===== src/rtl/rtcspi_pkg.sv =====
`timescale 1ns/1ps
package rtcspi_pkg;

    localparam int ADDR_W    = 4;
    localparam int DATA_W    = 8;
    localparam int BIT_CNT_W = $clog2(DATA_W);
    localparam int SPARE_W   = DATA_W - ADDR_W - 2;

    localparam logic [ADDR_W-1:0] SEC_ADDR = '0;

    // transfer kind held in command bits 3:2
    typedef enum logic [1:0] {
        MD_BURST_WR  = 2'b00,
        MD_BURST_RD  = 2'b01,
        MD_SINGLE_WR = 2'b10,
        MD_SINGLE_RD = 2'b11
    } xfer_mode_e;

    typedef struct packed {
        logic [ADDR_W-1:0]  addr;
        xfer_mode_e         mode;
        logic [SPARE_W-1:0] spare;
    } cmd_t;

    typedef enum logic [1:0] {
        PH_CMD,
        PH_DATA,
        PH_DONE
    } phase_e;

    function automatic logic mode_is_read(xfer_mode_e m);
        return m[0];
    endfunction

    function automatic logic mode_is_burst(xfer_mode_e m);
        return ~m[1];
    endfunction

    // seconds register never shows its top bit on the bus
    function automatic logic [DATA_W-1:0] mask_rdata(logic [ADDR_W-1:0] a,
                                                     logic [DATA_W-1:0] d);
        logic [DATA_W-1:0] r;
        r = d;
        if (a == SEC_ADDR) r[DATA_W-1] = 1'b0;
        return r;
    endfunction

endpackage


===== src/rtl/rtcspi_sync.sv =====
`timescale 1ns/1ps
module rtcspi_sync #(
    parameter int WIDTH  = 3,
    parameter int STAGES = 2
) (
    input  logic             clk,
    input  logic             rst,
    input  logic [WIDTH-1:0] din,
    output logic [WIDTH-1:0] dout
);
    logic [WIDTH-1:0] stage_q [STAGES];

    for (genvar s = 0; s < STAGES; s++) begin : g_stage
        if (s == 0) begin : g_first
            always_ff @(posedge clk) begin
                if (rst) stage_q[0] <= '0;
                else     stage_q[0] <= din;
            end
        end else begin : g_next
            always_ff @(posedge clk) begin
                if (rst) stage_q[s] <= '0;
                else     stage_q[s] <= stage_q[s-1];
            end
        end
    end

    assign dout = stage_q[STAGES-1];
endmodule


===== src/rtl/rtcspi_shifter.sv =====
`timescale 1ns/1ps
module rtcspi_shifter
    import rtcspi_pkg::*;
(
    input  logic              clk,
    input  logic              rst,
    input  logic              cs_act,
    input  logic              sclk_s,
    input  logic              mosi_s,
    input  logic              load_en,
    input  logic [DATA_W-1:0] load_data,
    output logic              byte_done_o,
    output logic [DATA_W-1:0] byte_o,
    output logic              miso_o,
    output logic              tx_msb_o
);
    logic                 sclk_prev;
    logic                 sclk_rise;
    logic                 sclk_fall;
    logic [BIT_CNT_W-1:0] bit_cnt;
    logic [DATA_W-1:0]    rx_q;
    logic [DATA_W-1:0]    tx_q;
    logic                 miso_q;
    logic                 done_q;

    always_ff @(posedge clk) begin
        if (rst) sclk_prev <= 1'b0;
        else     sclk_prev <= sclk_s;
    end

    assign sclk_rise = sclk_s & ~sclk_prev;
    assign sclk_fall = ~sclk_s & sclk_prev;

    always_ff @(posedge clk) begin
        if (rst || !cs_act) begin
            bit_cnt <= '0;
            rx_q    <= '0;
            tx_q    <= '0;
            miso_q  <= 1'b0;
            done_q  <= 1'b0;
        end else begin
            done_q <= 1'b0;
            if (load_en) begin
                tx_q <= load_data;
            end else if (sclk_rise) begin
                miso_q <= tx_q[DATA_W-1];
                tx_q   <= {tx_q[DATA_W-2:0], 1'b0};
            end
            if (sclk_fall) begin
                rx_q <= {rx_q[DATA_W-2:0], mosi_s};
                if (bit_cnt == BIT_CNT_W'(DATA_W - 1)) begin
                    bit_cnt <= '0;
                    done_q  <= 1'b1;
                end else begin
                    bit_cnt <= bit_cnt + 1'b1;
                end
            end
        end
    end

    assign byte_done_o = done_q;
    assign byte_o      = rx_q;
    assign miso_o      = miso_q;
    assign tx_msb_o    = tx_q[DATA_W-1];
endmodule


===== src/rtl/rtcspi_ctrl.sv =====
`timescale 1ns/1ps
module rtcspi_ctrl
    import rtcspi_pkg::*;
(
    input  logic              clk,
    input  logic              rst,
    input  logic              cs_act,
    input  logic              byte_done,
    input  logic [DATA_W-1:0] rx_byte,
    output logic [ADDR_W-1:0] reg_addr_o,
    output logic [DATA_W-1:0] reg_wdata_o,
    output logic              rd_stb_o,
    output logic              wr_stb_o
);
    cmd_t              cmd_w;
    logic              unused_spare;
    phase_e            phase_q;
    xfer_mode_e        mode_q;
    logic [ADDR_W-1:0] addr_q;
    logic [DATA_W-1:0] wdata_q;
    logic              rd_q;
    logic              wr_q;

    assign cmd_w        = cmd_t'(rx_byte);
    assign unused_spare = ^cmd_w.spare;

    always_ff @(posedge clk) begin
        if (rst) begin
            phase_q <= PH_CMD;
            mode_q  <= MD_BURST_WR;
            addr_q  <= '0;
            wdata_q <= '0;
            rd_q    <= 1'b0;
            wr_q    <= 1'b0;
        end else if (!cs_act) begin
            phase_q <= PH_CMD;
            rd_q    <= 1'b0;
            wr_q    <= 1'b0;
        end else begin
            rd_q <= 1'b0;
            wr_q <= 1'b0;
            // step past a register once its burst write has gone out
            if (wr_q && mode_is_burst(mode_q)) addr_q <= addr_q + 1'b1;
            if (byte_done) begin
                unique case (phase_q)
                    PH_CMD: begin
                        addr_q  <= cmd_w.addr;
                        mode_q  <= cmd_w.mode;
                        phase_q <= PH_DATA;
                        rd_q    <= mode_is_read(cmd_w.mode);
                    end
                    PH_DATA: begin
                        if (!mode_is_read(mode_q)) begin
                            wr_q    <= 1'b1;
                            wdata_q <= rx_byte;
                            if (!mode_is_burst(mode_q)) phase_q <= PH_DONE;
                        end else if (mode_is_burst(mode_q)) begin
                            addr_q <= addr_q + 1'b1;
                            rd_q   <= 1'b1;
                        end else begin
                            phase_q <= PH_DONE;
                        end
                    end
                    default: begin
                    end
                endcase
            end
        end
    end

    assign reg_addr_o  = addr_q;
    assign reg_wdata_o = wdata_q;
    assign rd_stb_o    = rd_q;
    assign wr_stb_o    = wr_q;
endmodule


===== src/rtl/rtcspi_target.sv =====
`timescale 1ns/1ps
module rtcspi_target
    import rtcspi_pkg::*;
#(
    parameter int SYNC_STAGES = 2
) (
    input  logic              clk,
    input  logic              rst,
    input  logic              sclk_i,
    input  logic              csel_i,
    input  logic              mosi_i,
    output logic              miso_o,
    output logic              reg_rd_stb_o,
    output logic              reg_wr_stb_o,
    output logic [ADDR_W-1:0] reg_addr_o,
    output logic [DATA_W-1:0] reg_wdata_o,
    input  logic [DATA_W-1:0] reg_rdata_i
);
    localparam int N_SYNC = 3;

    logic [N_SYNC-1:0] pins_s;
    logic              sclk_s;
    logic              cs_s;
    logic              mosi_s;
    logic              byte_done;
    logic [DATA_W-1:0] rx_byte;
    logic [DATA_W-1:0] load_data;
    logic              tx_msb;

    rtcspi_sync #(
        .WIDTH  (N_SYNC),
        .STAGES (SYNC_STAGES)
    ) u_sync (
        .clk  (clk),
        .rst  (rst),
        .din  ({sclk_i, csel_i, mosi_i}),
        .dout (pins_s)
    );

    assign sclk_s = pins_s[2];
    assign cs_s   = pins_s[1];
    assign mosi_s = pins_s[0];

    assign load_data = mask_rdata(reg_addr_o, reg_rdata_i);

    rtcspi_shifter u_shift (
        .clk         (clk),
        .rst         (rst),
        .cs_act      (cs_s),
        .sclk_s      (sclk_s),
        .mosi_s      (mosi_s),
        .load_en     (reg_rd_stb_o),
        .load_data   (load_data),
        .byte_done_o (byte_done),
        .byte_o      (rx_byte),
        .miso_o      (miso_o),
        .tx_msb_o    (tx_msb)
    );

    rtcspi_ctrl u_ctrl (
        .clk         (clk),
        .rst         (rst),
        .cs_act      (cs_s),
        .byte_done   (byte_done),
        .rx_byte     (rx_byte),
        .reg_addr_o  (reg_addr_o),
        .reg_wdata_o (reg_wdata_o),
        .rd_stb_o    (reg_rd_stb_o),
        .wr_stb_o    (reg_wr_stb_o)
    );
endmodule


===== config.mk =====
export PLATFORM = sky130hd
export DESIGN_NAME = rtcspi_target
export DESIGN_NICKNAME = d
export VERILOG_FILES = /design/src/rtl/rtcspi_pkg.sv /design/src/rtl/rtcspi_sync.sv /design/src/rtl/rtcspi_shifter.sv /design/src/rtl/rtcspi_ctrl.sv /design/src/rtl/rtcspi_target.sv
export SDC_FILE = /design/constraint.sdc
export NUM_CORES = 1
export LEC_CHECK = 0
export BUFFER_PORTS_ARGS = -buffer_cell sky130_fd_sc_hd__buf_2
export CORE_ASPECT_RATIO = 0.7
export CORE_MARGIN = 2
export CORE_UTILIZATION = 55
export DETAILED_ROUTE_END_ITERATION = 8
export GPL_TIMING_DRIVEN = 0
export PLACE_DENSITY = 0.81
export SLEW_MARGIN = 10
export SYNTH_ARGS = -nofsm -noshare
export SYNTH_HDL_FRONTEND = slang
export SYNTH_SLANG_ARGS = --single-unit

===== constraint.sdc =====
create_clock -name clk -period 4.2 [get_ports clk]
set_input_delay 0.63 -clock clk [delete_from_list [all_inputs] [get_ports clk]]
set_output_delay 0.63 -clock clk [all_outputs]
set_load 0.02 [all_outputs]

==> summary.md <==
• 0.08 ns — CTS clk-pin slew, worst paths
• 0.00222 ns — maximum clock skew at final layout
• 279 — net count of the finished layout
• 69.0% — max_slew headroom
• 15.6% — Area Overhead vs Synth
• 0.851 — placer's final routability congestion estimate
• 56.7% — starting density of the core
• dfxtp_1 — most frequent cell after synthesis
• u_sync.stage_q[0][2] — Hold Startpoint
• 1970 um^2 — post-synthesis instance area
• 18 — number of placement rows
• output pin — kind of end point of the critical path
• register — startpoint types
• 2.54% — adder-cell share of the synthesized area
• 0.97 ns — CP Data Arrival Time
• 0.245 mV — maximum VDD drop
• 11.8% — synthesized-area fraction occupied by ao, oa, aoi and oai cells
• 4080 um^2 — total die area
• 5.18 — number of vias per cell after detailed routing
• dfxtp_1 — Top FF cell, synth
• dfxtp_1 — Synth area leader
• 15 — largest net degree at the start of global routing
• yes — clock tree from TritonCTS
• u_sync.stage_q[1][2] — worst-case hold path end point
• 3470 um^2 — area of the core
• 2 — maximum root-to-sink buffer count
• 0 ns — aggregate negative setup slack
• buf_2 — cell-by-cell listing of the critical path
• u_ctrl.reg_addr_o[1] — Worst R2R Start
• 0.625 mW — cell internal power dissipation
• 54.0 um — floorplan die height
• 99 — initial detailed-routing violation count
• 46.8% — sequential-to-total area share from yosys stat
• 1.34% — Synth Area in XOR/XNOR
• 46 — number of synthesized register bits
• 2.7% — Gate power share
• finished clean — result of the run
• 56.0% — register share of total power
• 75.5 um — Horiz. Die Dim
• 245 — number of nets produced by synthesis
• 2770 um — detailed-placement wirelength estimate
• 313 — Finished Layout Cells
• simple AND/OR/NAND/NOR gates — dominant combinational cell family by area after synthesis
• reg2out — worst setup path class
• 345 nW/um^2 — Pwr Density
• clkbuf_8 — CTS root buffer
• 3880 um — Total Routed Length
• 0 — post-CTS setup-driven buffer insertion count
• dfxtp_1 — slowest cell on the critical path
• 0.465 ns — slew at the pin closest to its max-slew limit
• 8.63 um^2 — average instance area after synthesis
• 2 — number of H-tree branching levels
• dfxtp_1 (47%), mux2i_1 (9.2%), nor2_1 (6.5%) — cell types occupying the most area after synthesis
• 6220 um — wire length of the first global-routing pass
• 0.46 ns — Crit path largest cell delay
• false — setup repair after global routing missed its margin
• 0 — global-route congestion overflow total
• 0 — number of max-slew violations in the final report
• 3.57 ns — worst path required time
• reg2reg — class of the tightest hold or removal check
• u_ctrl.reg_addr_o[1] — end of the worst register-to-register path
• 626 MHz — achievable clock frequency
• dfxtp_1 (46), nor2_1 (34), nand2_1 (27) — synth cell count leaders
• 0.160 mW — switching power summed over all nets
• flip-flops — Worst path top cell family by delay
• 28 — I/O pin total
• 16.7% — share of layout cells above drive strength 1
• 0 — number of flops mapped to enable cells by yosys
• 1621 — via count
• 4 — detailed-router iteration count before antenna repair
• 0 — number of diodes added for antenna fixing
• 38.0% — final period utilization
• 1 — combined buffer and inverter count along the critical path
• 1 — Hold Path Stages
• 20.9% — GRT Util Overall
• 0 — synth warn
• 12.4 um — wire per inst
• 0 — number of cells upsized or downsized after cts
• 0.928 nW — static leakage
• 228 — instance count of the mapped netlist
• 46 — CTS sink count
• 2.71 ns — register-to-register path setup slack
• 0 — number of failing setup endpoints in the final timing report
• 0 — MaxCap Viol Count
• 46.8% — top-area cell type share of the netlist area
• 0% — proportion of register bits with asynchronous set or reset after synthesis
• 23.6% — synthesized-area fraction occupied by and/or/nand/nor cells
• 0 — number of hold-repair buffers added at the cts stage
• 9.16% — fraction of synthesized area in multiplexers
• 36 — unique cell type count in the Yosys netlist
• 1367 — via count of the first global-routing pass
• 0 — Antenna Nets Post-Route
• 20.4% — proportion of total power due to net switching
• 0 — final hold violation count
• 7 — Max FO, Critical Path
• 5 — number of buffers created by CTS
• 0 — DRC violations left
• 27 — number of buffer cells added on primary ports
• 0 — initial antenna violation count
• 0.30 ns — latest clock arrival within the worst-skew pair
• 41.3% — share of power burned in the clock network
• 1.60 ns — post-layout min period
• 5 — R2R cell count
• 305 — dpl cells
==> cell usage in the layout (no fill, tap or decap), types with 2 or more instances in the layout <==
master / Yosys / routed
dfxtp_1: 46 / 46
nor2_1: 34 / 34
buf_2: 5 / 32
nand2_1: 27 / 27
a21oi_1: 22 / 22
mux2i_1: 18 / 18
clkbuf_1: 9 / 10
nor2b_1: 10 / 10
nor3_1: 6 / 6
o21ai_0: 6 / 6
inv_1: 5 / 5
nand2b_1: 5 / 5
a31oi_1: 5 / 5
clkbuf_8: 0 / 5
ha_1: 4 / 4
xnor2_1: 3 / 3
nand3b_1: 2 / 2
buf_4: 2 / 2
==> power groups by stage <==
stage	logic (mW)	clock network, mW	registers [mW]
4_1_cts	0.0215	0.329	0.440
5_1_grt	0.0239	0.350	0.440
6_report	0.0215	0.324	0.440
3_3_place_gp	0.0211	0	0.450
2_1_floorplan	0.0124	0	0.450
3_5_place_dp	0.0215	0	0.450
==> metal layers <==
layer / GRT usage, % / share of wire (%)
met1: 29.6 / 51
met5: 0 / 0
met3: 5.06 / 3.5
met4: 10.2 / 1.9
met2: 29.6 / 43
==> area by class of cell <==
cell class,instances,area (um^2)
fill,313,1190
multi-input combinational,161,953
sequential,46,921
timing repair buffer,27,135
buffer,16,73.8
clock buffer,6,72.6
tap,50,62.6
clock inverter,2,37.5
inverter,5,18.8
==> registers in the layout, summed over array words and instances (netlist names) <==
signal / cells
u_ctrl.reg_wdata_o: 8
u_shift.byte_o: 8
u_shift.tx_q: 8
u_sync.stage_q: 6
u_ctrl.reg_addr_o: 4
u_shift.bit_cnt: 3
u_ctrl.mode_q: 2
u_ctrl.phase_q: 2
u_ctrl.rd_stb_o: 1
u_ctrl.wr_stb_o: 1
u_shift.byte_done_o: 1
u_shift.miso_o: 1
u_shift.sclk_prev: 1
==> logic make-up (layout without fill, tap and decap cells) <==
kind of cell             Yosys count  count (layout)
AO/OA/AOI/OAI                     41              41
XOR/XNOR                           3               3
adder cells (fa/ha/maj)            4               4
buffers and inverters             21              56
flip-flops                        46              46
multiplexers                      18              18
AND/OR/NAND/NOR                   95              95
==> worst max path at each step <==
stage          cells past startpoint                     to            startpoint  slack (ns)
6_report                           1           reg_wr_stb_o       u_ctrl.wr_stb_o        2.60
5_1_grt                            1           reg_wr_stb_o       u_ctrl.wr_stb_o        2.55
4_1_cts                            1           reg_wr_stb_o       u_ctrl.wr_stb_o        2.58
3_5_place_dp                       5        u_shift.tx_q[2]                   rst        2.41
3_3_place_gp                       4  u_ctrl.reg_wdata_o[1]                   rst        2.48
2_1_floorplan                      5   u_ctrl.reg_addr_o[1]  u_ctrl.reg_addr_o[0]        2.71
==> metrics by stage <==
step | utilization (%) | cell area, um^2 | setup WS, ns | power (mW) | hold WS (ns)
floorplan | - | 1970 | 2.71 | 0.462 | 0.414
global placement | 62.4 | 2160 | 2.48 | 0.471 | 0.418
detailed placement | 62.4 | 2160 | 2.41 | 0.472 | 0.429
CTS | 65.6 | 2270 | 2.58 | 0.791 | 0.449
global route | 65.6 | 2270 | 2.55 | 0.814 | 0.454
finish | 65.6 | 2270 | 2.60 | 0.785 | 0.441
No activity file was read; power rests on OpenSTA's default activity.
